[config.mk]
export PLATFORM = sky130hd
export DESIGN_NAME = rename_unit
export DESIGN_NICKNAME = d
export VERILOG_FILES = /design/src/rtl/rn_pkg.sv /design/src/rtl/rn_ctrl.sv /design/src/rtl/rn_datapath.sv /design/src/rtl/rename_unit.sv
export SDC_FILE = /design/constraint.sdc
export NUM_CORES = 1
export LEC_CHECK = 0
export BUFFER_PORTS_ARGS = -buffer_cell sky130_fd_sc_hd__clkbuf_2
export CORE_UTILIZATION = 45
export DETAILED_ROUTE_END_ITERATION = 12
export SYNTH_ARGS = -nofsm -noshare
export SYNTH_HDL_FRONTEND = slang
export SYNTH_SLANG_ARGS = --single-unit
[constraint.sdc]
create_clock -name clk -period 18 [get_ports clk]
set_input_delay 3.6 -clock clk [delete_from_list [all_inputs] [get_ports clk]]
set_output_delay 3.6 -clock clk [all_outputs]
set_load 0.01 [all_outputs]
[src/rtl/rn_pkg.sv]
package rn_pkg;
  localparam int NUM_CLS      = 4;
  localparam int CLS_W        = 2;
  localparam int ARCH_W       = 3;
  localparam int ARCH_SLOTS   = 1 << ARCH_W;
  localparam int PHYS_PER_CLS = 16;
  localparam int PL_W         = $clog2(PHYS_PER_CLS);
  localparam int PREG_W       = CLS_W + PL_W;
  localparam int UNI_W        = 5;

  localparam logic [CLS_W-1:0] CLS_INT  = 2'd0;
  localparam logic [CLS_W-1:0] CLS_FP   = 2'd1;
  localparam logic [CLS_W-1:0] CLS_CC   = 2'd2;
  localparam logic [CLS_W-1:0] CLS_MISC = 2'd3;

  // number of architectural registers a class really has
  function automatic logic [ARCH_W:0] archLimit(input logic [CLS_W-1:0] c);
    case (c)
      CLS_INT, CLS_FP: return (ARCH_W+1)'(ARCH_SLOTS);
      default:         return (ARCH_W+1)'(ARCH_SLOTS / 2);
    endcase
  endfunction

  // offset of a class inside the unified architectural index space
  function automatic logic [UNI_W-1:0] uniBase(input logic [CLS_W-1:0] c);
    case (c)
      CLS_INT: return UNI_W'(0);
      CLS_FP:  return UNI_W'(ARCH_SLOTS);
      CLS_CC:  return UNI_W'(2 * ARCH_SLOTS);
      default: return UNI_W'(2 * ARCH_SLOTS + ARCH_SLOTS / 2);
    endcase
  endfunction

  typedef struct packed {
    logic doRename;
    logic doSquashPop;
    logic doCommitPop;
  } rn_strobe_t;
endpackage

[src/rtl/rn_ctrl.sv]
module rn_ctrl
  import rn_pkg::*;
#(
  parameter int SEQ_W = 16
) (
  input  logic               clk,
  input  logic               rst_n,
  input  logic               renValid,
  input  logic               src0Valid,
  input  logic [CLS_W-1:0]   src0Class,
  input  logic [ARCH_W-1:0]  src0Idx,
  input  logic               src1Valid,
  input  logic [CLS_W-1:0]   src1Class,
  input  logic [ARCH_W-1:0]  src1Idx,
  input  logic               dstValid,
  input  logic [CLS_W-1:0]   dstClass,
  input  logic [ARCH_W-1:0]  dstIdx,
  input  logic               squashValid,
  input  logic [SEQ_W-1:0]   squashSeq,
  input  logic               commitValid,
  input  logic [SEQ_W-1:0]   commitSeq,
  input  logic [NUM_CLS-1:0] freeAvail,
  input  logic               histEmpty,
  input  logic               histFull,
  input  logic [SEQ_W-1:0]   youngSeq,
  input  logic [SEQ_W-1:0]   oldSeq,
  output rn_strobe_t         strobe,
  output logic               renDone,
  output logic               renStall,
  output logic               renError,
  output logic               busy
);
  typedef enum logic [1:0] {ST_IDLE, ST_SQUASH, ST_COMMIT} walk_t;

  walk_t            state, stateNext;
  logic [SEQ_W-1:0] tgtSeq;
  logic             rangeErr;
  logic             holdOff;

  always_comb begin
    rangeErr = 1'b0;
    if (src0Valid && ({1'b0, src0Idx} >= archLimit(src0Class))) rangeErr = 1'b1;
    if (src1Valid && ({1'b0, src1Idx} >= archLimit(src1Class))) rangeErr = 1'b1;
    if (dstValid  && ({1'b0, dstIdx}  >= archLimit(dstClass)))  rangeErr = 1'b1;
  end

  assign busy     = (state != ST_IDLE);
  assign holdOff  = busy || squashValid || commitValid ||
                    (dstValid && (!freeAvail[dstClass] || histFull));
  assign renError = renValid && rangeErr;
  assign renStall = renValid && holdOff;
  assign renDone  = renValid && !rangeErr && !holdOff;

  always_comb begin
    strobe.doRename    = renDone;
    strobe.doSquashPop = (state == ST_SQUASH) && !histEmpty && (youngSeq > tgtSeq);
    strobe.doCommitPop = (state == ST_COMMIT) && !histEmpty && (oldSeq <= tgtSeq);
  end

  always_comb begin
    stateNext = state;
    case (state)
      ST_IDLE: begin
        if (squashValid)      stateNext = ST_SQUASH;
        else if (commitValid) stateNext = ST_COMMIT;
      end
      ST_SQUASH: if (!strobe.doSquashPop) stateNext = ST_IDLE;
      ST_COMMIT: if (!strobe.doCommitPop) stateNext = ST_IDLE;
      default:   stateNext = ST_IDLE;
    endcase
  end

  always_ff @(posedge clk or negedge rst_n) begin
    if (!rst_n) begin
      state  <= ST_IDLE;
      tgtSeq <= '0;
    end else begin
      state <= stateNext;
      if (state == ST_IDLE) begin
        if (squashValid)      tgtSeq <= squashSeq;
        else if (commitValid) tgtSeq <= commitSeq;
      end
    end
  end

  AST_ONE_ACTION: assert property (@(posedge clk) disable iff (!rst_n)
    $onehot0({strobe.doRename, strobe.doSquashPop, strobe.doCommitPop}));

  AST_SQUASH_YOUNGEST_FIRST: assert property (@(posedge clk) disable iff (!rst_n)
    strobe.doSquashPop |=> (histEmpty || youngSeq < $past(youngSeq)));

  AST_COMMIT_OLDEST_FIRST: assert property (@(posedge clk) disable iff (!rst_n)
    strobe.doCommitPop |=> (histEmpty || oldSeq > $past(oldSeq)));
endmodule

[src/rtl/rn_datapath.sv]
module rn_datapath
  import rn_pkg::*;
#(
  parameter int SEQ_W      = 16,
  parameter int HIST_DEPTH = 16   // power of two: pointers wrap naturally
) (
  input  logic               clk,
  input  logic               rst_n,
  input  rn_strobe_t         strobe,
  input  logic [SEQ_W-1:0]   renSeq,
  input  logic [CLS_W-1:0]   src0Class,
  input  logic [ARCH_W-1:0]  src0Idx,
  input  logic [CLS_W-1:0]   src1Class,
  input  logic [ARCH_W-1:0]  src1Idx,
  input  logic               dstValid,
  input  logic [CLS_W-1:0]   dstClass,
  input  logic [ARCH_W-1:0]  dstIdx,
  input  logic               wbValid,
  input  logic [PREG_W-1:0]  wbPhys,
  output logic [PREG_W-1:0]  src0Phys,
  output logic               src0Ready,
  output logic [PREG_W-1:0]  src1Phys,
  output logic               src1Ready,
  output logic [PREG_W-1:0]  dstPhys,
  output logic [PREG_W-1:0]  dstPrevPhys,
  output logic [UNI_W-1:0]   dstUniArch,
  output logic [NUM_CLS-1:0] freeAvail,
  output logic               histEmpty,
  output logic               histFull,
  output logic [SEQ_W-1:0]   youngSeq,
  output logic [SEQ_W-1:0]   oldSeq
);
  localparam int HP_W = $clog2(HIST_DEPTH);

  logic [PL_W-1:0]                          mapTbl [NUM_CLS][ARCH_SLOTS];
  logic [NUM_CLS-1:0][PHYS_PER_CLS-1:0]     freeMask;
  logic [NUM_CLS-1:0][PL_W-1:0]             allocLocal;
  logic [NUM_CLS*PHYS_PER_CLS-1:0]          sbReady;

  logic [SEQ_W-1:0] hSeq  [HIST_DEPTH];
  logic [CLS_W-1:0] hCls  [HIST_DEPTH];
  logic [UNI_W-1:0] hUni  [HIST_DEPTH];
  logic [PL_W-1:0]  hNew  [HIST_DEPTH];
  logic [PL_W-1:0]  hPrev [HIST_DEPTH];
  logic [HP_W-1:0]  headPtr, tailPtr, youngPtr;
  logic [HP_W:0]    histCount;

  logic             pushNow;
  logic [PL_W-1:0]  prevLocal;
  logic [UNI_W-1:0] sqRel;

  // lowest free register of each class
  for (genvar c = 0; c < NUM_CLS; c++) begin : g_alloc
    always_comb begin
      allocLocal[c] = '0;
      for (int p = PHYS_PER_CLS - 1; p >= 0; p--)
        if (freeMask[c][p]) allocLocal[c] = PL_W'(p);
    end
    assign freeAvail[c] = |freeMask[c];
  end

  // lookups read the table before this cycle's update lands
  assign src0Phys    = {src0Class, mapTbl[src0Class][src0Idx]};
  assign src1Phys    = {src1Class, mapTbl[src1Class][src1Idx]};
  assign src0Ready   = sbReady[src0Phys] || (wbValid && wbPhys == src0Phys);
  assign src1Ready   = sbReady[src1Phys] || (wbValid && wbPhys == src1Phys);
  assign prevLocal   = mapTbl[dstClass][dstIdx];
  assign dstPhys     = {dstClass, allocLocal[dstClass]};
  assign dstPrevPhys = {dstClass, prevLocal};
  assign dstUniArch  = uniBase(dstClass) + UNI_W'(dstIdx);

  assign pushNow   = strobe.doRename && dstValid;
  assign youngPtr  = tailPtr - HP_W'(1);
  assign youngSeq  = hSeq[youngPtr];
  assign oldSeq    = hSeq[headPtr];
  assign histEmpty = (histCount == '0);
  assign histFull  = (histCount == (HP_W+1)'(HIST_DEPTH));
  assign sqRel     = hUni[youngPtr] - uniBase(hCls[youngPtr]);

  always_ff @(posedge clk or negedge rst_n) begin
    if (!rst_n) begin
      for (int c = 0; c < NUM_CLS; c++)
        for (int a = 0; a < ARCH_SLOTS; a++)
          mapTbl[c][a] <= PL_W'(a);
    end else if (pushNow) begin
      mapTbl[dstClass][dstIdx] <= allocLocal[dstClass];
    end else if (strobe.doSquashPop) begin
      mapTbl[hCls[youngPtr]][sqRel[ARCH_W-1:0]] <= hPrev[youngPtr];
    end
  end

  always_ff @(posedge clk or negedge rst_n) begin
    if (!rst_n) begin
      for (int c = 0; c < NUM_CLS; c++)
        for (int p = 0; p < PHYS_PER_CLS; p++)
          freeMask[c][p] <= (p >= int'(archLimit(CLS_W'(c))));
    end else begin
      if (pushNow)            freeMask[dstClass][allocLocal[dstClass]] <= 1'b0;
      if (strobe.doSquashPop) freeMask[hCls[youngPtr]][hNew[youngPtr]] <= 1'b1;
      if (strobe.doCommitPop) freeMask[hCls[headPtr]][hPrev[headPtr]]  <= 1'b1;
    end
  end

  always_ff @(posedge clk or negedge rst_n) begin
    if (!rst_n) begin
      sbReady <= '1;
    end else begin
      if (wbValid) sbReady[wbPhys]  <= 1'b1;
      if (pushNow) sbReady[dstPhys] <= 1'b0;
    end
  end

  always_ff @(posedge clk or negedge rst_n) begin
    if (!rst_n) begin
      headPtr   <= '0;
      tailPtr   <= '0;
      histCount <= '0;
    end else begin
      if (pushNow) begin
        tailPtr   <= tailPtr + HP_W'(1);
        histCount <= histCount + (HP_W+1)'(1);
      end else if (strobe.doSquashPop) begin
        tailPtr   <= youngPtr;
        histCount <= histCount - (HP_W+1)'(1);
      end else if (strobe.doCommitPop) begin
        headPtr   <= headPtr + HP_W'(1);
        histCount <= histCount - (HP_W+1)'(1);
      end
    end
  end

  always_ff @(posedge clk) begin
    if (pushNow) begin
      hSeq[tailPtr]  <= renSeq;
      hCls[tailPtr]  <= dstClass;
      hUni[tailPtr]  <= dstUniArch;
      hNew[tailPtr]  <= allocLocal[dstClass];
      hPrev[tailPtr] <= prevLocal;
    end
  end

  AST_ALLOC_HAS_FREE: assert property (@(posedge clk) disable iff (!rst_n)
    pushNow |-> freeAvail[dstClass]);

  AST_PUSH_HAS_ROOM: assert property (@(posedge clk) disable iff (!rst_n)
    pushNow |-> !histFull);

  AST_COUNT_BOUND: assert property (@(posedge clk) disable iff (!rst_n)
    histCount <= (HP_W+1)'(HIST_DEPTH));

  AST_POP_NOT_EMPTY: assert property (@(posedge clk) disable iff (!rst_n)
    (strobe.doSquashPop || strobe.doCommitPop) |-> !histEmpty);

  AST_NEW_REG_PENDING: assert property (@(posedge clk) disable iff (!rst_n)
    pushNow |=> !sbReady[$past(dstPhys)]);
endmodule

[src/rtl/rename_unit.sv]
module rename_unit
  import rn_pkg::*;
#(
  parameter int SEQ_W      = 16,
  parameter int HIST_DEPTH = 16
) (
  input  logic              clk,
  input  logic              rst_n,
  input  logic              renValid,
  input  logic [SEQ_W-1:0]  renSeq,
  input  logic              src0Valid,
  input  logic [CLS_W-1:0]  src0Class,
  input  logic [ARCH_W-1:0] src0Idx,
  input  logic              src1Valid,
  input  logic [CLS_W-1:0]  src1Class,
  input  logic [ARCH_W-1:0] src1Idx,
  input  logic              dstValid,
  input  logic [CLS_W-1:0]  dstClass,
  input  logic [ARCH_W-1:0] dstIdx,
  input  logic              wbValid,
  input  logic [PREG_W-1:0] wbPhys,
  input  logic              squashValid,
  input  logic [SEQ_W-1:0]  squashSeq,
  input  logic              commitValid,
  input  logic [SEQ_W-1:0]  commitSeq,
  output logic              renDone,
  output logic              renStall,
  output logic              renError,
  output logic              busy,
  output logic [PREG_W-1:0] src0Phys,
  output logic              src0Ready,
  output logic [PREG_W-1:0] src1Phys,
  output logic              src1Ready,
  output logic [PREG_W-1:0] dstPhys,
  output logic [PREG_W-1:0] dstPrevPhys,
  output logic [UNI_W-1:0]  dstUniArch
);
  rn_strobe_t         strobe;
  logic [NUM_CLS-1:0] freeAvail;
  logic               histEmpty, histFull;
  logic [SEQ_W-1:0]   youngSeq, oldSeq;

  rn_ctrl #(.SEQ_W(SEQ_W)) u_ctrl (
    .clk(clk), .rst_n(rst_n), .renValid(renValid),
    .src0Valid(src0Valid), .src0Class(src0Class), .src0Idx(src0Idx),
    .src1Valid(src1Valid), .src1Class(src1Class), .src1Idx(src1Idx),
    .dstValid(dstValid), .dstClass(dstClass), .dstIdx(dstIdx),
    .squashValid(squashValid), .squashSeq(squashSeq),
    .commitValid(commitValid), .commitSeq(commitSeq),
    .freeAvail(freeAvail), .histEmpty(histEmpty), .histFull(histFull),
    .youngSeq(youngSeq), .oldSeq(oldSeq), .strobe(strobe),
    .renDone(renDone), .renStall(renStall), .renError(renError), .busy(busy)
  );

  rn_datapath #(.SEQ_W(SEQ_W), .HIST_DEPTH(HIST_DEPTH)) u_dp (
    .clk(clk), .rst_n(rst_n), .strobe(strobe), .renSeq(renSeq),
    .src0Class(src0Class), .src0Idx(src0Idx),
    .src1Class(src1Class), .src1Idx(src1Idx),
    .dstValid(dstValid), .dstClass(dstClass), .dstIdx(dstIdx),
    .wbValid(wbValid), .wbPhys(wbPhys),
    .src0Phys(src0Phys), .src0Ready(src0Ready),
    .src1Phys(src1Phys), .src1Ready(src1Ready),
    .dstPhys(dstPhys), .dstPrevPhys(dstPrevPhys), .dstUniArch(dstUniArch),
    .freeAvail(freeAvail), .histEmpty(histEmpty), .histFull(histFull),
    .youngSeq(youngSeq), .oldSeq(oldSeq)
  );
endmodule

==> key figures <==
Run status
  – Status: complete, no violations

Power and ir drop
  – Net Sw Power: between 2 and 3 mW
  – Flop pwr share: a little under a third
  – Power density over cell area: 164 nW/um2
  – Pint: between 4 and 5 mW
  – P_leak: 15.3 nW
  – Gate power share: 45.1%
  – Switching Share: around two fifths
  – Clock power frac: approximately a quarter
  – Worst VDD drop: 0.000200 V

Route
  – DRC viols: 0
  – DRT iter0 DRCs: between 3000 and 4000
  – Vias: between 20000 and 30000
  – Wire length per cell: roughly 31 um
  – Drt pass-1 iters: 7
  – Routed wire length: 129000 um
  – ANT nets after route: 0
  – Vias per inst: 6.82

Floorplan
  – Chip Width: 299 um
  – Initial Util: 45.7%
  – IO Pins: roughly 110
  – Die area: between 80000 and 90000 um2
  – Die span in y: around 300 um
  – Site Rows: ~110
  – Core Area: about 87000 um2

Setup path
  – Worst setup EP type: output pin
  – Max incr delay on CP: approximately 0.60 ns
  – Worst r2r src: u_dp.tailPtr[0]$_DFFE_PN0P_
  – CP Data Required Time: 14.40 ns
  – Critical Path AT: ~8.0 ns
  – Worst-path cell chain: clkbuf_2 -> buf_4 -> mux4_2 -> mux4_2 -> nand2_1 -> nand3_4 -> mux2_1 -> o22ai_1 -> a221oi_1 -> mux4_2 -> nor2b_1 -> a311o_1 -> clkbuf_2
  – Crit-path max FO: 39
  – Worst Setup Start Kind: input pin
  – CP top delay family: multiplexers
  – Crit path max-delay cell type: mux4_2
  – Buf+Inv Stages, Crit Path: 3
  – Setup CP Type: in2out
  – CP startpoint: src1Class[0]
  – Crit-path most repeated cell: mux4_2

Placement
  – Port bufs: 112
  – Placement Cell Area: between 40000 and 50000 um2
  – Post-DP HPWL: around 86000 um
  – GP Congestion: between 0.9 and 1

STA
  – Setup Skew: slightly above 0.05 ns
  – Tcrit/Tclk final: between 60% and 70%
  – Final setup viols: 0
  – RSZ-0062 raised after global routing: no
  – Total Neg Setup Slack: 0 ns
  – Slew Limit Fails: 0
  – Worst slew pin tran: ~1.3 ns
  – FMAX: 86.5 MHz
  – Final min period: around 12 ns
  – Slew HR: 14.2%
  – Final hold violations: 0

Cells and area
  – Area grow syn2layout: 12.0%
  – Share of cells above drive strength 1: 31.0%
  – # nets final: between 3000 and 4000
  – Design Area, Final: ~45000 um2
  – Commonest cells after routing, fill and taps aside: 464 x edfxtp_1, 355 x mux4_2, 219 x nand2_1, 192 x a21oi_1, 152 x dfstp_2
  – Fin util: around half
  – Most common cell after layout, fill and taps aside: edfxtp_1

Yosys
  – Asr flop ratio synth: about two fifths
  – Cell taking the most area after synthesis: edfxtp_1
  – Synth Instances: roughly 2800
  – Synthesized net count: 2940
  – Mapped cell area: 39800 um2
  – Dominant cells by area after synthesis: edfxtp_1 35%, mux4_2 20%, dfstp_2 10%
  – Syn. warnings: 0
  – Unique masters post-synth: a little under 80
  – Number of synthesized flops with an enable pin: between 400 and 500
  – Primary FF master, synth: edfxtp_1
  – Post-Synthesis Mean Instance Area: roughly 14 um2
  – Synth top area share: approximately a third
  – Number of synthesized register bits: 751
  – Sequential fraction of the synthesis area: a little over half

CTS
  – CTS tree: yes
  – Clock Sinks: 751
  – Htree depth: 3
  – Setup bufs post-CTS: 0
  – Total CTS buffers: 83
  – CTS max path bufs: 3
  – Clock insertion delay at the later pin of the skew report: ~0.7 ns
  – Clock-pin slew on the worst setup and hold paths: roughly 0.050 ns
  – Post-CTS Resized: 0
  – CTS Hold Bufs: 0
  – Root Driver: clkbuf_16

GRT
  – Total track usage: approximately 29%
  – Initial antenna violation count: 5
  – Overflow after GRT: 0
  – First-pass GRT wire length: between 150000 and 200000 um
  – Vias in the first global route: about 28000
  – Pin count of the biggest net entering global routing: 96

Run
  – Maxcap violations: 0

Hold path
  – Hold Crit Start: u_dp.mapTbl[46]$_DFFE_PN1P_
  – Path category of the worst min-delay check: reg2reg
==> worst min-delay path: stages (launching register included) <==
cell,delay (ns)
dfstp_2,0.38
nand2_1,0.05
o21ai_0,0.06
==> state kept, by name, indices dropped and copies added (netlist names), 5 cells and up <==
name,count
u_dp.hUni,48
u_dp.histCount,5
u_dp.mapTbl,128
u_ctrl.tgtSeq,16
u_dp.hPrev,64
u_dp.hCls,32
u_dp.hSeq,256
u_dp.freeMask,64
u_dp.hNew,64
u_dp.sbReady,64
==> per-stage QoR <==
stage	total power, mW	hold slack (ns)	worst slack, ns	std cells
floorplan	4.40	0.470	7.74	2819
global placement	5.51	0.484	6.52	3971
detailed placement	5.56	0.489	6.44	3971
CTS	7.29	0.499	6.44	4125
global route	7.60	0.513	6.27	4126
finish	7.30	0.499	6.44	4126
==> cell usage after synthesis, drive strengths merged, types with 15 or more instances <==
master,number
edfxtp,464
mux4,355
nand2,219
a21oi,194
nor2,163
dfstp,152
dfrtp,135
clkbuf,110
buf,74
o21ai,72
mux2i,71
inv,70
o31ai,69
o221ai,65
mux2,60
o211ai,49
nor3,47
ha,42
a221o,32
nor2b,31
nand3,28
nor4,23
a22oi,22
xnor2,22
a21o,19
nand4,17
a211oi,16
a31oi,16
and2,15
==> power groups by stage <==
stage,clock (mW),combinational (mW),sequential (mW)
6_report,1.72,3.29,2.29
5_1_grt,1.81,3.48,2.30
4_1_cts,1.75,3.27,2.28
3_5_place_dp,0,3.26,2.31
3_3_place_gp,0,3.21,2.30
2_1_floorplan,0,2.26,2.15
==> path summary, 6_finish.rpt <==
kind	slack, ns	cells past startpoint	end
max	6.44	13	src1Ready
min	0.50	2	u_dp.mapTbl[46]$_DFFE_PN1P_
max reg2reg	10.53	15	u_dp.mapTbl[65]$_DFFE_PN1P_
min reg2reg	0.50	2	u_dp.mapTbl[46]$_DFFE_PN1P_
max in group asynchronous	12.74	3	u_dp.mapTbl[76]$_DFFE_PN0P_
min in group asynchronous	3.01	1	u_dp.headPtr[0]$_DFFE_PN0P_
==> metal layers <==
metal | share of wire, % | routed length [um] | global-route usage, %
met5 | 0.010 | 13 | 0
met4 | 4.1 | 5260 | 12.1
met3 | 9.5 | 12200 | 5.05
met2 | 47 | 61300 | 45.9
met1 | 39 | 50400 | 39.6
==> cells by family after synthesis <==
group	Yosys count	share of synthesized area, %
adders and majority gates	43	1.37
muxes	486	23.6
and+or+nand+nor	614	7.19
buffers and inverters	256	2.67
DFF	751	53.5
xor gates and xnor gates	25	0.569
AOI/OAI and AO/OA	644	11.0
==> final cells by class <==
type	count	area (um2)
Sequential cell	751	21300
Multi-Input combinational cell	1812	17600
Timing Repair Buffer	181	1090
Fill cell	7318	42600
Antenna cell	1	2.50
Clock inverter	41	480
Inverter	72	270
Tap cell	1155	1450
Clock buffer	113	2320
(Power assumes the default switching activity.)
